## src/rtl/sdc_pkg.sv

```systemverilog
package sdc_pkg;

  typedef enum logic [3:0] {
    ST_PWRUP,
    ST_CKE,
    ST_PREA,
    ST_IREF,
    ST_MRS,
    ST_IDLE,
    ST_AREF,
    ST_ACT,
    ST_RW,
    ST_WAIT
  } sdc_state_e;

  // {cs_n, ras_n, cas_n, we_n}
  localparam logic [3:0] CMD_NOP = 4'b0111;
  localparam logic [3:0] CMD_ACT = 4'b0011;
  localparam logic [3:0] CMD_RD  = 4'b0101;
  localparam logic [3:0] CMD_WR  = 4'b0100;
  localparam logic [3:0] CMD_PRE = 4'b0010;
  localparam logic [3:0] CMD_REF = 4'b0001;
  localparam logic [3:0] CMD_MRS = 4'b0000;

endpackage

```

## src/rtl/sdc_timer.sv

```systemverilog
module sdc_timer #(
  parameter int TW      = 16,
  parameter int RST_VAL = 100
) (
  input  logic          clk,
  input  logic          rst_n,
  input  logic          load,
  input  logic [TW-1:0] load_val,
  output logic          expire
);

  logic [TW-1:0] cnt_q, cnt_d;

  always_comb begin
    cnt_d = cnt_q;
    if (load)              cnt_d = load_val;
    else if (cnt_q != '0)  cnt_d = cnt_q - 1'b1;
  end

  always_ff @(posedge clk or negedge rst_n) begin
    if (!rst_n) cnt_q <= TW'(RST_VAL);
    else        cnt_q <= cnt_d;
  end

  assign expire = (cnt_q <= TW'(1));

  // a load of two or more keeps the wait open for the following cycle
  AST_TMR_HOLD: assert property (@(posedge clk) disable iff (!rst_n)
    (load && load_val > TW'(1)) |=> !expire);

endmodule

```

## src/rtl/sdc_refresh.sv

```systemverilog
module sdc_refresh #(
  parameter int INTERVAL = 975
) (
  input  logic clk,
  input  logic rst_n,
  input  logic ref_done,
  output logic pending
);

  localparam int CW = $clog2(INTERVAL + 1);

  logic [CW-1:0] cnt_q, cnt_d;
  logic          tick;
  logic          pend_q, pend_d;

  assign tick = (cnt_q == CW'(INTERVAL - 1));

  always_comb begin
    cnt_d  = tick ? '0 : cnt_q + 1'b1;
    pend_d = tick | (pend_q & ~ref_done);
  end

  always_ff @(posedge clk or negedge rst_n) begin
    if (!rst_n) begin
      cnt_q  <= '0;
      pend_q <= 1'b0;
    end else begin
      cnt_q  <= cnt_d;
      pend_q <= pend_d;
    end
  end

  assign pending = pend_q;

  AST_REF_STICKY: assert property (@(posedge clk) disable iff (!rst_n)
    (pending && !ref_done) |=> pending);

endmodule

```

## src/rtl/sdc_rd_path.sv

```systemverilog
module sdc_rd_path #(
  parameter int CL  = 3,
  parameter int DW  = 16,
  parameter int BEW = 2
) (
  input  logic           clk,
  input  logic           rst_n,
  input  logic           rd_issue,
  input  logic [BEW-1:0] rd_mask,
  input  logic [DW-1:0]  dq_in,
  output logic [BEW-1:0] rd_dqm,
  output logic           rd_valid,
  output logic [DW-1:0]  rd_data
);

  logic [CL-1:0] vld_q, vld_d;
  logic          rv_q;
  logic [DW-1:0] data_q;
  logic          cap_en;

  always_comb vld_d = {vld_q[CL-2:0], rd_issue};
  assign cap_en = vld_q[CL-1];

  always_ff @(posedge clk or negedge rst_n) begin
    if (!rst_n) begin
      vld_q <= '0;
      rv_q  <= 1'b0;
    end else begin
      vld_q <= vld_d;
      rv_q  <= cap_en;
    end
  end

  always_ff @(posedge clk or negedge rst_n) begin
    if (!rst_n)      data_q <= '0;
    else if (cap_en) data_q <= dq_in;
  end

  assign rd_valid = rv_q;
  assign rd_data  = data_q;

  // read masks lead the data by two cycles
  generate
    if (CL == 2) begin : g_mask_now
      assign rd_dqm = rd_issue ? rd_mask : '0;
    end else begin : g_mask_dly
      logic [BEW-1:0] m_q [CL-2];
      logic [BEW-1:0] m_d [CL-2];
      always_comb begin
        m_d[0] = rd_issue ? rd_mask : '0;
        for (int i = 1; i < CL - 2; i++) m_d[i] = m_q[i-1];
      end
      always_ff @(posedge clk or negedge rst_n) begin
        if (!rst_n) begin
          for (int i = 0; i < CL - 2; i++) m_q[i] <= '0;
        end else begin
          for (int i = 0; i < CL - 2; i++) m_q[i] <= m_d[i];
        end
      end
      assign rd_dqm = m_q[CL-3];
    end
  endgenerate

  AST_RD_PULSE: assert property (@(posedge clk) disable iff (!rst_n)
    rd_valid |=> !rd_valid);

endmodule

```

## src/rtl/sdram_ctrl.sv

```systemverilog
module sdram_ctrl
  import sdc_pkg::*;
#(
  parameter int CL           = 3,
  parameter int TRCD         = 3,
  parameter int TRP          = 3,
  parameter int TWR          = 2,
  parameter int TRFC         = 9,
  parameter int TMRD         = 2,
  parameter int INIT_REFS    = 2,
  parameter int PWRUP_CYCLES = 25000,
  parameter int REF_INTERVAL = 975,
  parameter int BA_W         = 2,
  parameter int ROW_W        = 13,
  parameter int COL_W        = 9,
  parameter int DW           = 16
) (
  input  logic                          clk,
  input  logic                          rst_n,
  input  logic                          req_valid,
  input  logic                          req_we,
  input  logic [BA_W+ROW_W+COL_W-1:0]   req_addr,
  input  logic [DW-1:0]                 req_wdata,
  input  logic [DW/8-1:0]               req_be,
  output logic                          busy,
  output logic                          rd_valid,
  output logic [DW-1:0]                 rd_data,
  output logic                          sd_cke,
  output logic                          sd_cs_n,
  output logic                          sd_ras_n,
  output logic                          sd_cas_n,
  output logic                          sd_we_n,
  output logic [BA_W-1:0]               sd_ba,
  output logic [ROW_W-1:0]              sd_addr,
  output logic [DW/8-1:0]               sd_dqm,
  output logic [DW-1:0]                 sd_dq_out,
  output logic                          sd_dq_oe,
  input  logic [DW-1:0]                 sd_dq_in
);

  localparam int AW  = BA_W + ROW_W + COL_W;
  localparam int BEW = DW / 8;
  localparam int TW  = $clog2(PWRUP_CYCLES + TRFC + TRCD + TRP + CL + TWR + TMRD + 2);
  localparam int IW  = $clog2(INIT_REFS + 1);

  // reset: asserted asynchronously, released on a clock edge
  logic rst_meta, rst_s_n;
  always_ff @(posedge clk or negedge rst_n) begin
    if (!rst_n) begin
      rst_meta <= 1'b0;
      rst_s_n  <= 1'b0;
    end else begin
      rst_meta <= 1'b1;
      rst_s_n  <= rst_meta;
    end
  end

  sdc_state_e      state_q, state_d, ret_q, ret_d;
  logic [IW-1:0]   iref_q, iref_d;
  logic            q_we;
  logic [AW-1:0]   q_addr;
  logic [DW-1:0]   q_wdata;
  logic [BEW-1:0]  q_be;
  logic            accept;
  logic            tmr_load, tmr_exp;
  logic [TW-1:0]   tmr_val;
  logic            ref_pend, ref_done;
  logic [3:0]      cmd;
  logic [ROW_W-1:0] addr_o;
  logic [BA_W-1:0] ba_o;
  logic            rd_issue;
  logic [BEW-1:0]  rd_dqm;

  sdc_timer #(.TW(TW), .RST_VAL(PWRUP_CYCLES)) u_timer (
    .clk(clk), .rst_n(rst_s_n), .load(tmr_load), .load_val(tmr_val), .expire(tmr_exp)
  );

  sdc_refresh #(.INTERVAL(REF_INTERVAL)) u_refresh (
    .clk(clk), .rst_n(rst_s_n), .ref_done(ref_done), .pending(ref_pend)
  );

  sdc_rd_path #(.CL(CL), .DW(DW), .BEW(BEW)) u_rd_path (
    .clk(clk), .rst_n(rst_s_n), .rd_issue(rd_issue), .rd_mask(~q_be),
    .dq_in(sd_dq_in), .rd_dqm(rd_dqm), .rd_valid(rd_valid), .rd_data(rd_data)
  );

  // next-state and command decode
  always_comb begin
    state_d  = state_q;
    ret_d    = ret_q;
    iref_d   = iref_q;
    tmr_load = 1'b0;
    tmr_val  = '0;
    cmd      = CMD_NOP;
    addr_o   = '0;
    ba_o     = '0;
    accept   = 1'b0;
    ref_done = 1'b0;
    case (state_q)
      ST_PWRUP: if (tmr_exp) state_d = ST_CKE;
      ST_CKE:   state_d = ST_PREA;
      ST_PREA: begin
        cmd        = CMD_PRE;
        addr_o[10] = 1'b1;
        tmr_load   = 1'b1;
        tmr_val    = TW'(TRP - 1);
        ret_d      = ST_IREF;
        state_d    = ST_WAIT;
      end
      ST_IREF: begin
        cmd      = CMD_REF;
        iref_d   = iref_q + 1'b1;
        tmr_load = 1'b1;
        tmr_val  = TW'(TRFC - 1);
        ret_d    = (iref_q == IW'(INIT_REFS - 1)) ? ST_MRS : ST_IREF;
        state_d  = ST_WAIT;
      end
      ST_MRS: begin
        cmd         = CMD_MRS;
        addr_o[6:4] = 3'(CL);
        tmr_load    = 1'b1;
        tmr_val     = TW'(TMRD - 1);
        ret_d       = ST_IDLE;
        state_d     = ST_WAIT;
      end
      ST_IDLE: begin
        if (ref_pend) begin
          state_d = ST_AREF;
        end else if (req_valid) begin
          accept  = 1'b1;
          state_d = ST_ACT;
        end
      end
      ST_AREF: begin
        cmd      = CMD_REF;
        ref_done = 1'b1;
        tmr_load = 1'b1;
        tmr_val  = TW'(TRFC - 1);
        ret_d    = ST_IDLE;
        state_d  = ST_WAIT;
      end
      ST_ACT: begin
        cmd      = CMD_ACT;
        ba_o     = q_addr[AW-1 -: BA_W];
        addr_o   = q_addr[COL_W +: ROW_W];
        tmr_load = 1'b1;
        tmr_val  = TW'(TRCD - 1);
        ret_d    = ST_RW;
        state_d  = ST_WAIT;
      end
      ST_RW: begin
        cmd                = q_we ? CMD_WR : CMD_RD;
        ba_o               = q_addr[AW-1 -: BA_W];
        addr_o[COL_W-1:0]  = q_addr[COL_W-1:0];
        addr_o[10]         = 1'b1;
        tmr_load           = 1'b1;
        tmr_val            = q_we ? TW'(TWR + TRP) : TW'(CL + TRP);
        ret_d              = ST_IDLE;
        state_d            = ST_WAIT;
      end
      ST_WAIT: if (tmr_exp) state_d = ret_q;
      default: state_d = ST_IDLE;
    endcase
  end

  always_ff @(posedge clk or negedge rst_s_n) begin
    if (!rst_s_n) begin
      state_q <= ST_PWRUP;
      ret_q   <= ST_PWRUP;
      iref_q  <= '0;
    end else begin
      state_q <= state_d;
      ret_q   <= ret_d;
      iref_q  <= iref_d;
    end
  end

  // request holding registers, loaded on acceptance only
  always_ff @(posedge clk or negedge rst_s_n) begin
    if (!rst_s_n) begin
      q_we    <= 1'b0;
      q_addr  <= '0;
      q_wdata <= '0;
      q_be    <= '0;
    end else if (accept) begin
      q_we    <= req_we;
      q_addr  <= req_addr;
      q_wdata <= req_wdata;
      q_be    <= req_be;
    end
  end

  assign rd_issue = (state_q == ST_RW) && !q_we;
  assign busy     = !((state_q == ST_IDLE) && !ref_pend);

  assign sd_cke                               = (state_q != ST_PWRUP);
  assign {sd_cs_n, sd_ras_n, sd_cas_n, sd_we_n} = cmd;
  assign sd_ba                                = ba_o;
  assign sd_addr                              = addr_o;
  assign sd_dq_out                            = q_wdata;
  assign sd_dq_oe                             = (state_q == ST_RW) && q_we;
  assign sd_dqm                               = sd_dq_oe ? ~q_be : rd_dqm;

  AST_CKE_LEAD: assert property (@(posedge clk) disable iff (!rst_s_n)
    (cmd != CMD_NOP) |-> $past(sd_cke));
  AST_ACT_AFTER_ACCEPT: assert property (@(posedge clk) disable iff (!rst_s_n)
    (cmd == CMD_ACT) |-> $past(req_valid && !busy));
  AST_REF_FIRST: assert property (@(posedge clk) disable iff (!rst_s_n)
    (state_q == ST_IDLE && ref_pend) |=> (cmd == CMD_REF));
  AST_OE_WRITE_ONLY: assert property (@(posedge clk) disable iff (!rst_s_n)
    sd_dq_oe |-> (cmd == CMD_WR && sd_addr[10]));

endmodule

```

## config.mk

```make
export PLATFORM = sky130hd
export DESIGN_NAME = sdram_ctrl
export DESIGN_NICKNAME = d
export VERILOG_FILES = /design/src/rtl/sdc_pkg.sv /design/src/rtl/sdc_timer.sv /design/src/rtl/sdc_refresh.sv /design/src/rtl/sdc_rd_path.sv /design/src/rtl/sdram_ctrl.sv
export SDC_FILE = /design/constraint.sdc
export NUM_CORES = 1
export LEC_CHECK = 0
export BUFFER_PORTS_ARGS = -buffer_cell sky130_fd_sc_hd__clkbuf_2
export CAP_MARGIN = 20
export CORE_MARGIN = 10
export CORE_UTILIZATION = 31
export DETAILED_ROUTE_END_ITERATION = 16
export GPL_TIMING_DRIVEN = 0
export HOLD_SLACK_MARGIN = 0.12
export MAX_ROUTING_LAYER = met4
export PLACE_DENSITY = 0.55
export SYNTH_ARGS = -nofsm -noshare
export SYNTH_HDL_FRONTEND = slang
export SYNTH_HIERARCHICAL = 1
export SYNTH_SLANG_ARGS = --single-unit
```

## constraint.sdc

```tcl
create_clock -name clk -period 3.1 [get_ports clk]
set_input_delay 0.465 -clock clk [delete_from_list [all_inputs] [get_ports clk]]
set_output_delay 0.465 -clock clk [all_outputs]
set_load 0.005 [all_outputs]
```

# Word-level counts from Yosys, hierarchy flattened
# Index checks and enable logic that the tools add are counted.
dict set report word_totals {
  output_inout_bits 57
  mem_bits_rw 0
  reg_bits 103
  romBits 0
  memories 0
  latch_bits 0
  word_cells 84
}
dict set report op_classes {
  add_sub_neg 3
  shifts 0
  n_mul 0
  n_div 0
  bitwise 4
  muxes 28
  n_eq_ne 14
  reduce_logical 18
  magnitude_cmp 1
}
# operator count
set ops {}
lappend ops {{case mux 4 bit (4 select lines)} 2}
lappend ops {{2-to-1 mux 15 bit} 2}
lappend ops {{case mux 4 bit (5 select lines)} 1}
lappend ops {{equality test 4 x 3 -> 1 bit (second input constant)} 4}
lappend ops {{2-to-1 mux 4 bit} 4}
lappend ops {{<= comparator 15 x 1 -> 1 bit (second input constant)} 1}
lappend ops {{case mux 3 bit (5 select lines)} 1}
lappend ops {{nonzero test 15 bit} 1}
lappend ops {{subtractor 15 x 1 -> 15 bit (second input constant)} 1}
lappend ops {{adder 10 x 1 -> 10 bit (second input constant)} 1}
lappend ops {{equality test 10 bit (second input constant)} 1}
lappend ops {{2-to-1 mux 10 bit} 1}
lappend ops {{2-to-1 mux 2 bit} 5}
lappend ops {{case mux 3 bit (3 select lines)} 1}
lappend ops {{equality test 4 x 2 -> 1 bit (second input constant)} 2}
lappend ops {{equality test 4 bit (second input constant)} 2}
lappend ops {{case mux 4 bit (2 select lines)} 1}
lappend ops {{nonzero test 4 bit} 2}
lappend ops {{OR reduction 2 bit} 4}
lappend ops {{2-to-1 mux 1 bit} 7}
lappend ops {{OR reduction 6 bit} 1}
lappend ops {{equality test 4 x 1 -> 1 bit (second input constant)} 1}
lappend ops {{logical NOT 4 bit} 1}
lappend ops {{!= test 2 bit (second input constant)} 2}
lappend ops {{15 further kinds} 19}

# Depth between registers and ports, before layout
dict set report logic_depth {
  depth_word 5
  ltp_mapped 10
}

# Modules after synthesis
# Netlist, hierarchy kept.
# mod instances cells_per_inst area_per_inst_um2 seq_area_each_um2
set by_module_without_submodules {}
lappend by_module_without_submodules {sdram_ctrl 1 218 2773.9 1376.3}
lappend by_module_without_submodules {sdc_timer 1 110 1007.2 382.9}
lappend by_module_without_submodules {sdc_rd_path 1 42 812.0 550.5}
lappend by_module_without_submodules {sdc_refresh 1 52 534.3 275.3}

# Worst setup path after synthesis
# Ideal clock, no wire load.
dict set report synth_path {
  kind {reg-to-reg}
  startpoint {reg state_q[1]}
  endpoint {reg u_timer.cnt_q[6]}
  setup_ns 0.124
  stages_incl_launch_ff 11
  t_arrival_ns 2.065
  path_slack_ns 0.911
  path_cell_list {dfrtp_1 -> buf_6 -> or3b_1 -> a21oi_1 -> inv_1 -> nand2_1 -> clkbuf_1 -> buf_1 -> nor2_1 -> a32oi_1 -> nand2_1}
}
dict set report synth_via {
  elab_chain_cells 4
  elab_cells_between_ends 10
}
# item line
set synth_rtl {}
lappend synth_rtl {{start, declared} sdram_ctrl.sv:58} ;# sdc_state_e state_q, state_d, ret_q, ret_d;
lappend synth_rtl {{start signal, assigned} sdram_ctrl.sv:172} ;# state_q <= state_d;
lappend synth_rtl {{equality test 4 bit (tied with other cells)} sdram_ctrl.sv:99} ;# case (state_q)
lappend synth_rtl {{OR reduction 6 bit (no line) (*)} -}
lappend synth_rtl {{2-to-1 mux 1 bit (*)} sdram_ctrl.sv:99}
lappend synth_rtl {{via tmr_load} sdram_ctrl.sv:65} ;# logic tmr_load, tmr_exp;
lappend synth_rtl {{2-to-1 mux 15 bit or nonzero test 2 bit (tied branches)} -}
lappend synth_rtl {{end signal, assigned} sdc_timer.sv:21} ;# if (!rst_n) cnt_q <= TW'(RST_VAL);
lappend synth_rtl {{end signal, assigned} sdc_timer.sv:22} ;# else cnt_q <= cnt_d;
lappend synth_rtl {{end, declared} sdc_timer.sv:12} ;# logic [TW-1:0] cnt_q, cnt_d;
# Mark *: on every way through the listed nets, which the timed path passes. The rest lies on a longest branch.
# A chain may end at the register's enable or synchronous reset.

# Final worst setup path
# Ends and elaborated chain as after synthesis.

==> flow_summary.toml <==
[run_status]
status = "finished clean"

[logic_synthesis]
yosys.cell_count.top_type = "dfrtp_1"
synth-seq-area-share = 0.504
syn-cell-area_um2 = 5130
synthDominantAreaCellType = "dfrtp_1"
synthCells = 422
synth_commonest_cells = "97 x dfrtp_1, 50 x mux2_4, 38 x nand2_1"
synth_edf_count = 0
netlist_top_cells_area = "dfrtp_1 47%, mux2_4 15%, dfstp_2 3.1%"
yosys_warnings = 6
ys_seq_elements = 103
synthFlopType = "dfrtp_1"
synth_area_per_cell_um2 = 12.2
yosysTopAreaCellShare = 0.473
ys_types = 68
async_flop_share = 1.00

[clock_tree]
post_cts_buffers = 0
h-tree-depth = 3
cts_tree = "built"
clock_latency_ns = 0.35
path_clk_slew_ns = 0.07
cts_buffers = 9
clock_sinks = 103
clock_path_buffers = 2
cts.repair.resized = 0
clock-root-buffer = "clkbuf_16"

[worst_setup_path]
path_common_cell = "nand2_1"
r2r-start = "state_q[1]"
crit_chain = "buf_6, or3b_1, a21oi_1, inv_1, nand2_1, clkbuf_1, buf_1, nor2_1, a32oi_1, nand2_1"
cp.arrival_ns = 3.02
reg2reg_depth = 10
critPathCaptureType = "flip-flop"
path_delay_family = "buffers and inverters"
slowest_stage = "buf_1"
r2r_setup_slack_ns = 0.32
reg2reg_to = "u_timer/cnt_q[6]"
slowest_delay_ns = 0.49
path_buf_inv = 4
required_ns = 3.34
start_kind = "flip-flop"
criticalPathCategory = "reg -> reg"
critPathMaxFanout = 10

[power]
ir_drop_mv = 0.257
seq_power_share = 0.518
pwr-share-clk = 0.432
p_per_area_nw_per_um2 = 436
p_int_w = 0.00216
pwr-share-comb = 0.050
p_sw_frac = 0.223
p_total_w = 0.00278
p_switching_w = 0.000622
power.leakage_nw = 3.23

[placement]
dpl.cell_count = 767
place_ws_ns = 0.314
place.gp.congestion = 0.851
port_buffers = 117
dp.final_hpwl_um = 9360

[drt]
avgRoutedWirePerCell_um = 15.8
routed_wl_um = 12400
drc_errors = 0
firstDrtPassIters = 4
vias_per_cell = 4.70
vias = 3679
drt-initial-drc-count = 166
postRouteAntennaNets = 0

[timing]
holdWs_ns = 0.298
grt_setup_unrepaired = "no"
worst_slack_ns = 0.316
fmax_mhz = 359
slew_viol_final = 0
clock-skew-final_ns = 0.00645
worst_slew_pin_slew_ns = 0.671
finalSetupViolations = 0
max_slew_margin = 0.549
period_share = 0.898
min_period_ns = 2.78
hold_viol = 0

[grt]
antenna_found_initial = 0
met1_usage = 0.149
grt_busiest_layer = "met2"
grt_overflow_total = 0
first_global_vias = 3935
grt_usage = 0.119
met3_usage = 0.0385
grt_pass1_wl_um = 20700
grt_max_degree = 66
met2_usage = 0.178

[die]
start_util = 0.319
core_um2 = 16100
die_width_um = 149
rows = 46
die_h_um = 149
die_area_um2 = 22100
ios = 119

[layout]
syn_to_final_growth_pct = 24.4
final_cells = 783
layout.core_utilization = 0.397
diodes = 0
drive_gt1_frac = 0.414
final_nets = 630

[run]
cap_violations = 0

[hold_path]
min_path_type = "reg -> async"
[cell families after synthesis]
family	count (synthesis)	synth area share
and+or+nand+nor	134	0.151
AOI/OAI and AO/OA	66	0.0908
muxes	63	0.175
adders and majority gates	5	0.0122
buffers and inverters	35	0.0422
DFF	103	0.504
xor gates and xnor gates	14	0.0239
other	2	0.00146
[metrics by stage]
stage / TNS (ns) / instance area (µm²)
after CTS: 0 / 6380
after detailed placement: 0 / 6060
after global routing: 0 / 6380
final: 0 / 6380
after floorplan: 0 / 5170
after global placement: -113.16 / 6020
[cells in the final DEF (no fill, tap or decap), types with 8 or more instances in the layout]
| cell type | instances |
|---|---|
| o21ai_0 | 10 |
| conb_1 | 13 |
| inv_1 | 14 |
| mux2_2 | 12 |
| a21oi_1 | 14 |
| dfrtp_1 | 96 |
| nand3_1 | 8 |
| a22o_1 | 9 |
| mux2_4 | 50 |
| nor2_1 | 29 |
| nand2_1 | 38 |
| clkbuf_16 | 9 |
| clkbuf_2 | 117 |
[sequential cells by signal, summed over array words and instances, names as in the netlist, 2 cells and up]
signal             cells
q_be                   2
q_addr                24
iref_q                 2
u_rd_path/rd_data     16
u_timer/cnt_q         15
u_refresh/cnt_q       10
state_q                4
ret_q                  4
u_rd_path/vld_q        3
u_rd_path/rd_dqm       2
sd_dq_out             16
[how the worst max path moves through the flow]
stage	start	endpoint	slack [ns]	cells past startpoint
after CTS	state_q[1]	u_timer/cnt_q[6]	0.29	10
after global placement	rst_s_n	u_rd_path/rd_data[3]	-1.19	0
final	state_q[1]	u_timer/cnt_q[6]	0.32	10
after floorplan	rst_s_n	iref_q[0]	0.03	0
after global routing	state_q[1]	u_timer/cnt_q[6]	0.06	10
after detailed placement	state_q[1]	u_timer/cnt_q[6]	0.31	10
[worst reg2reg max path, cell delays in order, from the launching register on]
cell	delay (ns)
dfrtp_1	0.40
buf_6	0.14
or3b_1	0.39
a21oi_1	0.26
inv_1	0.10
nand2_1	0.08
clkbuf_1	0.40
buf_1	0.49
nor2_1	0.13
a32oi_1	0.22
nand2_1	0.06
[per-layer routing]
| metal | vias up | wire length, µm | part of all wire |
|---|---|---|---|
| met2 | 108 | 5670 | 0.46 |
| li1 | 1760 | - | - |
| met4 | 0 | 176 | 0.014 |
| met3 | 13 | 761 | 0.061 |
| met1 | 1798 | 5780 | 0.47 |
| met5 | - | 0 | 0 |
[power by group through the flow]
stage               clock network, W  logic (W)  registers, W
finish                       0.00120   0.000138       0.00144
global route                 0.00130   0.000158       0.00145
detailed placement                 0   0.000139       0.00147
floorplan                          0  0.0000690       0.00147
CTS                          0.00125   0.000141       0.00144
global placement                   0   0.000116       0.00148
[timing repair]
item                                   in CTS  in global routing
hold buffers                                1                  0
setup endpoints to repair                   0                  0
endpoints found under the hold margin       2                  0
[final cells by class]
type                    count  area (µm²)
plain buffers              20         160
clock buffers              10         229
clock inverters             5        83.8
fillers                  1560        9680
inverters                  15        56.3
multi-input cells         295        2370
flip-flops and latches    103        2590
well taps                 216         270
repair buffers            119         623
Note: power is estimated with default switching activity, not from simulation.
